==> src/rtl/core_status_pkg.sv <==
package core_status_pkg;

    localparam int STAT_W = 32;
    localparam int MODE_W = 5;
    localparam logic [MODE_W-1:0] MODE_SUPERVISOR = 5'b10011;
    localparam int STEP_STD = 4;
    localparam int STEP_CMP = 2;

    // Field order gives mode [4:0], compact bit 5, fast-off bit 6, irq-off bit 7
    typedef struct packed {
        logic              irq_off;
        logic              fiq_off;
        logic              compact;
        logic [MODE_W-1:0] mode;
    } stat_t;

    localparam int STAT_USED = $bits(stat_t);

    typedef enum logic [1:0] {
        SEQ_HOLD = 2'd0,
        SEQ_DONE = 2'd1,
        SEQ_RUN  = 2'd2
    } seq_e;

    function automatic logic [STAT_W-1:0] stat_to_word(input stat_t s);
        logic [STAT_W-1:0] w;
        w = '0;
        w[STAT_USED-1:0] = s;
        return w;
    endfunction

    function automatic stat_t word_to_stat(input logic [STAT_W-1:0] w);
        return stat_t'(w[STAT_USED-1:0]);
    endfunction

    function automatic stat_t stat_after_reset();
        stat_t s;
        s.irq_off = 1'b1;
        s.fiq_off = 1'b1;
        s.compact = 1'b0;
        s.mode    = MODE_SUPERVISOR;
        return s;
    endfunction

endpackage

==> src/rtl/core_status_sync.sv <==
module core_status_sync #(
    parameter int LINES  = 2,
    parameter int STAGES = 3
) (
    input  logic             clk,
    input  logic [LINES-1:0] req_async,
    output logic [LINES-1:0] req_sync
);

    for (genvar g = 0; g < LINES; g++) begin : g_line
        logic [STAGES-1:0] chain;
        if (STAGES == 1) begin : g_single
            always_ff @(posedge clk) chain <= req_async[g];
        end else begin : g_multi
            always_ff @(posedge clk) chain <= {chain[STAGES-2:0], req_async[g]};
        end
        assign req_sync[g] = chain[STAGES-1];
    end

endmodule

==> src/rtl/core_status_fsm.sv <==
module core_status_fsm
    import core_status_pkg::*;
(
    input  logic clk,
    input  logic rst_n,
    output logic save_now,
    output logic running,
    output logic done
);

    seq_e st;

    always_ff @(posedge clk) begin
        if (!rst_n) begin
            st <= SEQ_HOLD;
        end else begin
            unique case (st)
                SEQ_HOLD: st <= SEQ_DONE;
                SEQ_DONE: st <= SEQ_RUN;
                SEQ_RUN:  st <= SEQ_RUN;
                default:  st <= SEQ_HOLD;
            endcase
        end
    end

    assign save_now = rst_n && (st == SEQ_HOLD);
    assign done     = (st == SEQ_DONE);
    assign running  = (st == SEQ_RUN);

endmodule

==> src/rtl/core_status_reg.sv <==
module core_status_reg
    import core_status_pkg::*;
(
    input  logic              clk,
    input  logic              load_reset,
    input  logic              wr_en,
    input  logic [STAT_W-1:0] wdata,
    output stat_t             cur
);

    logic unused_rsvd;
    assign unused_rsvd = ^wdata[STAT_W-1:STAT_USED];

    always_ff @(posedge clk) begin
        if (load_reset) begin
            cur <= stat_after_reset();
        end else if (wr_en) begin
            cur <= word_to_stat(wdata);
        end
    end

endmodule

==> src/rtl/core_status_fetch.sv <==
module core_status_fetch
    import core_status_pkg::*;
#(
    parameter int ADDR_W = 32
) (
    input  logic              clk,
    input  logic              hold,
    input  logic              restart,
    input  logic              adv,
    input  logic              compact,
    output logic [ADDR_W-1:0] addr
);

    logic [ADDR_W-1:0] step;

    always_comb begin
        step = compact ? ADDR_W'(STEP_CMP) : ADDR_W'(STEP_STD);
    end

    always_ff @(posedge clk) begin
        if (hold) begin
            addr <= addr + step;
        end else if (restart) begin
            addr <= '0;
        end else if (adv) begin
            addr <= addr + step;
        end
    end

endmodule

==> src/rtl/core_status_bank.sv <==
module core_status_bank
    import core_status_pkg::*;
#(
    parameter int ADDR_W = 32
) (
    input  logic              clk,
    input  logic              save,
    input  logic [ADDR_W-1:0] pc_now,
    input  logic [STAT_W-1:0] stat_now,
    output logic [ADDR_W-1:0] link,
    output logic [STAT_W-1:0] saved
);

    always_ff @(posedge clk) begin
        if (save) begin
            link  <= pc_now;
            saved <= stat_now;
        end
    end

endmodule

==> src/rtl/core_status_seq.sv <==
module core_status_seq
    import core_status_pkg::*;
#(
    parameter int ADDR_W      = 32,
    parameter int SYNC_STAGES = 3
) (
    input  logic              clk,
    input  logic              core_rst_n,
    input  logic              irq_req_async,
    input  logic              fiq_req_async,
    input  logic              sts_wr,
    input  logic [STAT_W-1:0] sts_wdata,
    input  logic              fetch_adv,
    output logic [STAT_W-1:0] status_word,
    output logic              state_out,
    output logic [ADDR_W-1:0] fetch_addr,
    output logic [ADDR_W-1:0] svc_link,
    output logic [STAT_W-1:0] svc_saved,
    output logic              seq_done,
    output logic              irq_take,
    output logic              fiq_take
);

    localparam int IRQ_LINE = 0;
    localparam int FIQ_LINE = 1;
    localparam int N_LINES  = 2;

    logic               save_now;
    logic               running;
    stat_t              cur;
    logic [N_LINES-1:0] req_sync;
    logic [N_LINES-1:0] take_q;
    logic [N_LINES-1:0] line_off;

    core_status_fsm u_fsm (
        .clk      (clk),
        .rst_n    (core_rst_n),
        .save_now (save_now),
        .running  (running),
        .done     (seq_done)
    );

    core_status_reg u_stat (
        .clk        (clk),
        .load_reset (save_now),
        .wr_en      (running && core_rst_n && sts_wr),
        .wdata      (sts_wdata),
        .cur        (cur)
    );

    assign status_word = stat_to_word(cur);
    assign state_out   = cur.compact;

    core_status_fetch #(.ADDR_W(ADDR_W)) u_fetch (
        .clk     (clk),
        .hold    (!core_rst_n),
        .restart (save_now),
        .adv     (running && fetch_adv),
        .compact (cur.compact),
        .addr    (fetch_addr)
    );

    core_status_bank #(.ADDR_W(ADDR_W)) u_bank (
        .clk      (clk),
        .save     (save_now),
        .pc_now   (fetch_addr),
        .stat_now (status_word),
        .link     (svc_link),
        .saved    (svc_saved)
    );

    core_status_sync #(.LINES(N_LINES), .STAGES(SYNC_STAGES)) u_sync (
        .clk       (clk),
        .req_async ({fiq_req_async, irq_req_async}),
        .req_sync  (req_sync)
    );

    assign line_off[IRQ_LINE] = cur.irq_off;
    assign line_off[FIQ_LINE] = cur.fiq_off;

    for (genvar g = 0; g < N_LINES; g++) begin : g_take
        always_ff @(posedge clk) take_q[g] <= req_sync[g] & ~line_off[g];
    end

    assign irq_take = take_q[IRQ_LINE] & running;
    assign fiq_take = take_q[FIQ_LINE] & running;

endmodule

==> config.mk <==
export PLATFORM = sky130hd
export DESIGN_NAME = core_status_seq
export DESIGN_NICKNAME = d
export VERILOG_FILES = /design/src/rtl/core_status_pkg.sv /design/src/rtl/core_status_sync.sv /design/src/rtl/core_status_fsm.sv /design/src/rtl/core_status_reg.sv /design/src/rtl/core_status_fetch.sv /design/src/rtl/core_status_bank.sv /design/src/rtl/core_status_seq.sv
export SDC_FILE = /design/constraint.sdc
export NUM_CORES = 1
export LEC_CHECK = 0
export ABC_AREA = 0
export ABC_CLOCK_PERIOD_IN_PS = 4760
export BUFFER_PORTS_ARGS = -buffer_cell sky130_fd_sc_hd__buf_4
export CAP_MARGIN = 20
export CORE_MARGIN = 2
export CORE_UTILIZATION = 51
export DETAILED_ROUTE_END_ITERATION = 8
export GPL_ROUTABILITY_DRIVEN = 0
export PLACE_DENSITY = 0.92
export SLEW_MARGIN = 20
export SYNTH_ARGS = -nofsm -noshare
export SYNTH_HDL_FRONTEND = slang
export SYNTH_SLANG_ARGS = --single-unit
==> constraint.sdc <==
create_clock -name clk -period 4.76 [get_ports clk]
set_input_delay 0.476 -clock clk [delete_from_list [all_inputs] [get_ports clk]]
set_output_delay 0.476 -clock clk [all_outputs]
set_load 0.03 [all_outputs]
==> results.py <==
metrics = {
    "synthesis": {
        "async_reset_ff_share_pct": 0,
        "synthFlopType": "edfxtp_1",
        "synth_cell_types": 41,
        "yosysWarnings": 0,
        "syn_inst": 327,
        "syn_avg_cell_area_sq_um": 12.2,
        "ys_ff_latch": 88,
        "ys_seq_area_share_pct": 61.6,
        "netlist_area_sq_um": 4000,
        "synth_edf_count": 70,
    },
    "sta": {
        "finalCritPeriodShare_pct": 55.0,
        "tightest_slew_ns": 0.776,
        "hold_viol_final": 0,
        "clock.fmax_mhz": 382,
        "final_max_slew_viol_count": 0,
        "min_period_ns": 2.62,
        "setup-tns-final_ns": 0,
        "finalSetupViolCount": 0,
        "rsz0062_at_grt": "no",
        "hold_ws_ns": 0.217,
        "fin_worst_skew_ns": 0.0135,
        "slew_headroom_pct": 48.2,
    },
    "finish": {
        "drive_above_1_share_pct": 28.0,
        "multi_input_area_sq_um": 1250,
        "seq_area_sq_um": 2460,
        "postLayoutCoreUtil_pct": 62.8,
        "syn2layout_area_growth_pct": 20.3,
        "antenna_cells": 0,
        "final_nets": 468,
        "design_area_sq_um": 4810,
        "fillCellCount": 554,
    },
    "worst_setup_path": {
        "path_cells": "inv_1 -> ha_1 -> nand2_1 -> inv_2 -> buf_4 -> nor2_1",
        "slowest_stage": "inv_2",
        "slowest_delay_ns": 0.79,
        "worstPathMaxFanout": 40,
        "worstPathRequired_ns": 4.86,
        "critPathTopFamily": "buffers and inverters",
        "crit_arrival_ns": 2.72,
        "crit_path_start_kind": "flip-flop",
        "critPathKind": "flip-flop to flip-flop",
        "cp_num_buf_inv": 3,
        "critPathCaptureType": "flip-flop",
    },
    "power_and_ir_drop": {
        "power_density_nw_per_um2": 597,
        "p_leak_nw": 1.99,
        "irDropWorstVdd_v": 0.000205,
    },
    "min_path": {
        "hold_class": "primary input to flip-flop",
    },
    "floorplanning": {
        "dieWidth_um": 92.5,
        "rows": 32,
        "dieArea_sq_um": 8560,
        "coreArea_sq_um": 7650,
        "die_y_um": 92.5,
        "io_pins": 170,
        "initial_core_util_pct": 52.2,
    },
    "grt": {
        "grt_antenna_before_repair": 0,
        "first_global_vias": 2458,
        "grt_util_all_layers_pct": 18.3,
        "overflow": 0,
        "grt_first_pass_wirelength_mm": 12.1,
        "grt_max_degree": 41,
    },
    "run": {
        "maxCapViolations": 0,
    },
    "cts": {
        "htree_levels": 3,
        "cts_root_buf": "clkbuf_8",
        "post-cts-setup-buffers": 0,
        "clk_pin_slew_worst_paths_ns": 0.09,
        "cts_buffer_depth": 2,
        "clk_latency_ns": 0.36,
        "cts-resized-gates": 0,
        "cts_tree": "done",
        "hold_buffers": 0,
        "cts_sinks": 88,
        "numCtsBuffers": 9,
    },
    "detailed_routing": {
        "drt-initial-drc-count": 201,
        "wl_per_cell_um": 14.9,
        "vias": 2721,
        "drc": 0,
        "drt-pass1-iter-count": 5,
        "ant_nets": 0,
        "totalWireLength_mm": 7.87,
        "routed_via_density": 5.13,
    },
    "status": {
        "status": "completed",
    },
    "place": {
        "dpl.hpwl_mm": 5.60,
        "port_buffers": 95,
        "dpl_cell_area_sq_um": 4600,
    },
}
through the flow:
step	setup WS [ns]	instances	power, mW
2_1_floorplan	2.11	376	1.98
3_3_place_gp	2.20	514	2.29
3_5_place_dp	2.07	514	2.35
4_1_cts	2.10	530	2.89
5_1_grt	1.89	530	3.00
6_report	2.14	530	2.87
path summary, 6_finish.rpt:
| kind | from | slack (ns) | depth (start not counted) | end |
|---|---|---|---|---|
| setup / recovery | u_fsm.st[0] | 2.14 | 6 | u_fetch.addr[12] |
| hold / removal | irq_req_async | 0.22 | 1 | u_sync.g_line[0].chain[0] |
| setup reg to reg | u_fsm.st[0] | 2.14 | 6 | u_fetch.addr[12] |
| hold reg to reg | u_sync.g_line[0].chain[0] | 0.33 | 0 | u_sync.g_line[0].chain[1] |
cell type report:
class / instances / share of cell area, %
Sequential cell: 88 / 51.2
Clock inverter: 7 / 1.74
Inverter: 9 / 0.703
Timing Repair Buffer: 97 / 15.2
Multi-Input combinational cell: 218 / 25.9
Clock buffer: 9 / 2.58
Tap cell: 102 / 2.66
worst reg2reg max path: cells and delay by family (launching register included):
family | cells | cell delay [ns]
adders and majority gates | 1 | 0.17
buffers and inverters | 3 | 1.35
DFF | 1 | 0.32
and+or+nand+nor | 2 | 0.53
sequential cells by signal (all words and copies together), names as in the netlist:
name / flops
u_fetch.addr: 31
u_bank.link: 31
take_q: 2
u_fsm.st: 2
u_stat.cur: 8
u_bank.saved: 8
u_sync.g_line.chain: 6
cell families after synthesis:
family / share of synthesized area, %
simple gates: 16.1
flops: 61.6
buf+inv: 11.8
compound gates: 4.10
xor+xnor: 2.41
fa+ha+maj: 2.38
mux: 1.53
other cells: 0.0939
power breakdown:
part	internal [mW]	switching [mW]
Sequential	1.11	0.222
Clock	0.253	0.282
Combinational	0.342	0.662
Total	1.70	1.17
cells in the mapped netlist (all sizes together) (7+ instances only):
| cell | instances | area share, % |
|---|---|---|
| nor2 | 18 | 1.7 |
| or3 | 10 | 1.6 |
| and2 | 7 | 1.1 |
| o21ai | 7 | 0.88 |
| inv | 9 | 0.85 |
| a21oi | 13 | 1.6 |
| edfxtp | 70 | 53 |
| dfxtp | 18 | 9.0 |
| nand4 | 8 | 1.6 |
| nand2 | 32 | 3.0 |
| xnor2 | 10 | 2.2 |
| nand3 | 13 | 1.9 |
| buf | 56 | 10 |
layout by cell type (no fill, tap or decap), types with 9 or more instances in the layout:
master / netlist / routed
nand3_1: 11 / 11
xnor2_1: 10 / 10
nand2_1: 32 / 32
buf_4: 51 / 97
or3_1: 10 / 10
conb_1: 1 / 50
a21oi_1: 13 / 13
clkbuf_8: 0 / 9
nor2_1: 18 / 18
dfxtp_1: 18 / 18
edfxtp_1: 70 / 70
layer usage:
| layer | part of all wire (%) | vias up | track usage (%) |
|---|---|---|---|
| met5 | 0 | - | 0 |
| met4 | 1.4 | 0 | 6.34 |
| met3 | 9.3 | 13 | 4.96 |
| met2 | 52 | 166 | 32.1 |
| met1 | 38 | 1290 | 21.7 |
| li1 | - | 1252 | - |
(Power assumes the default switching activity.)
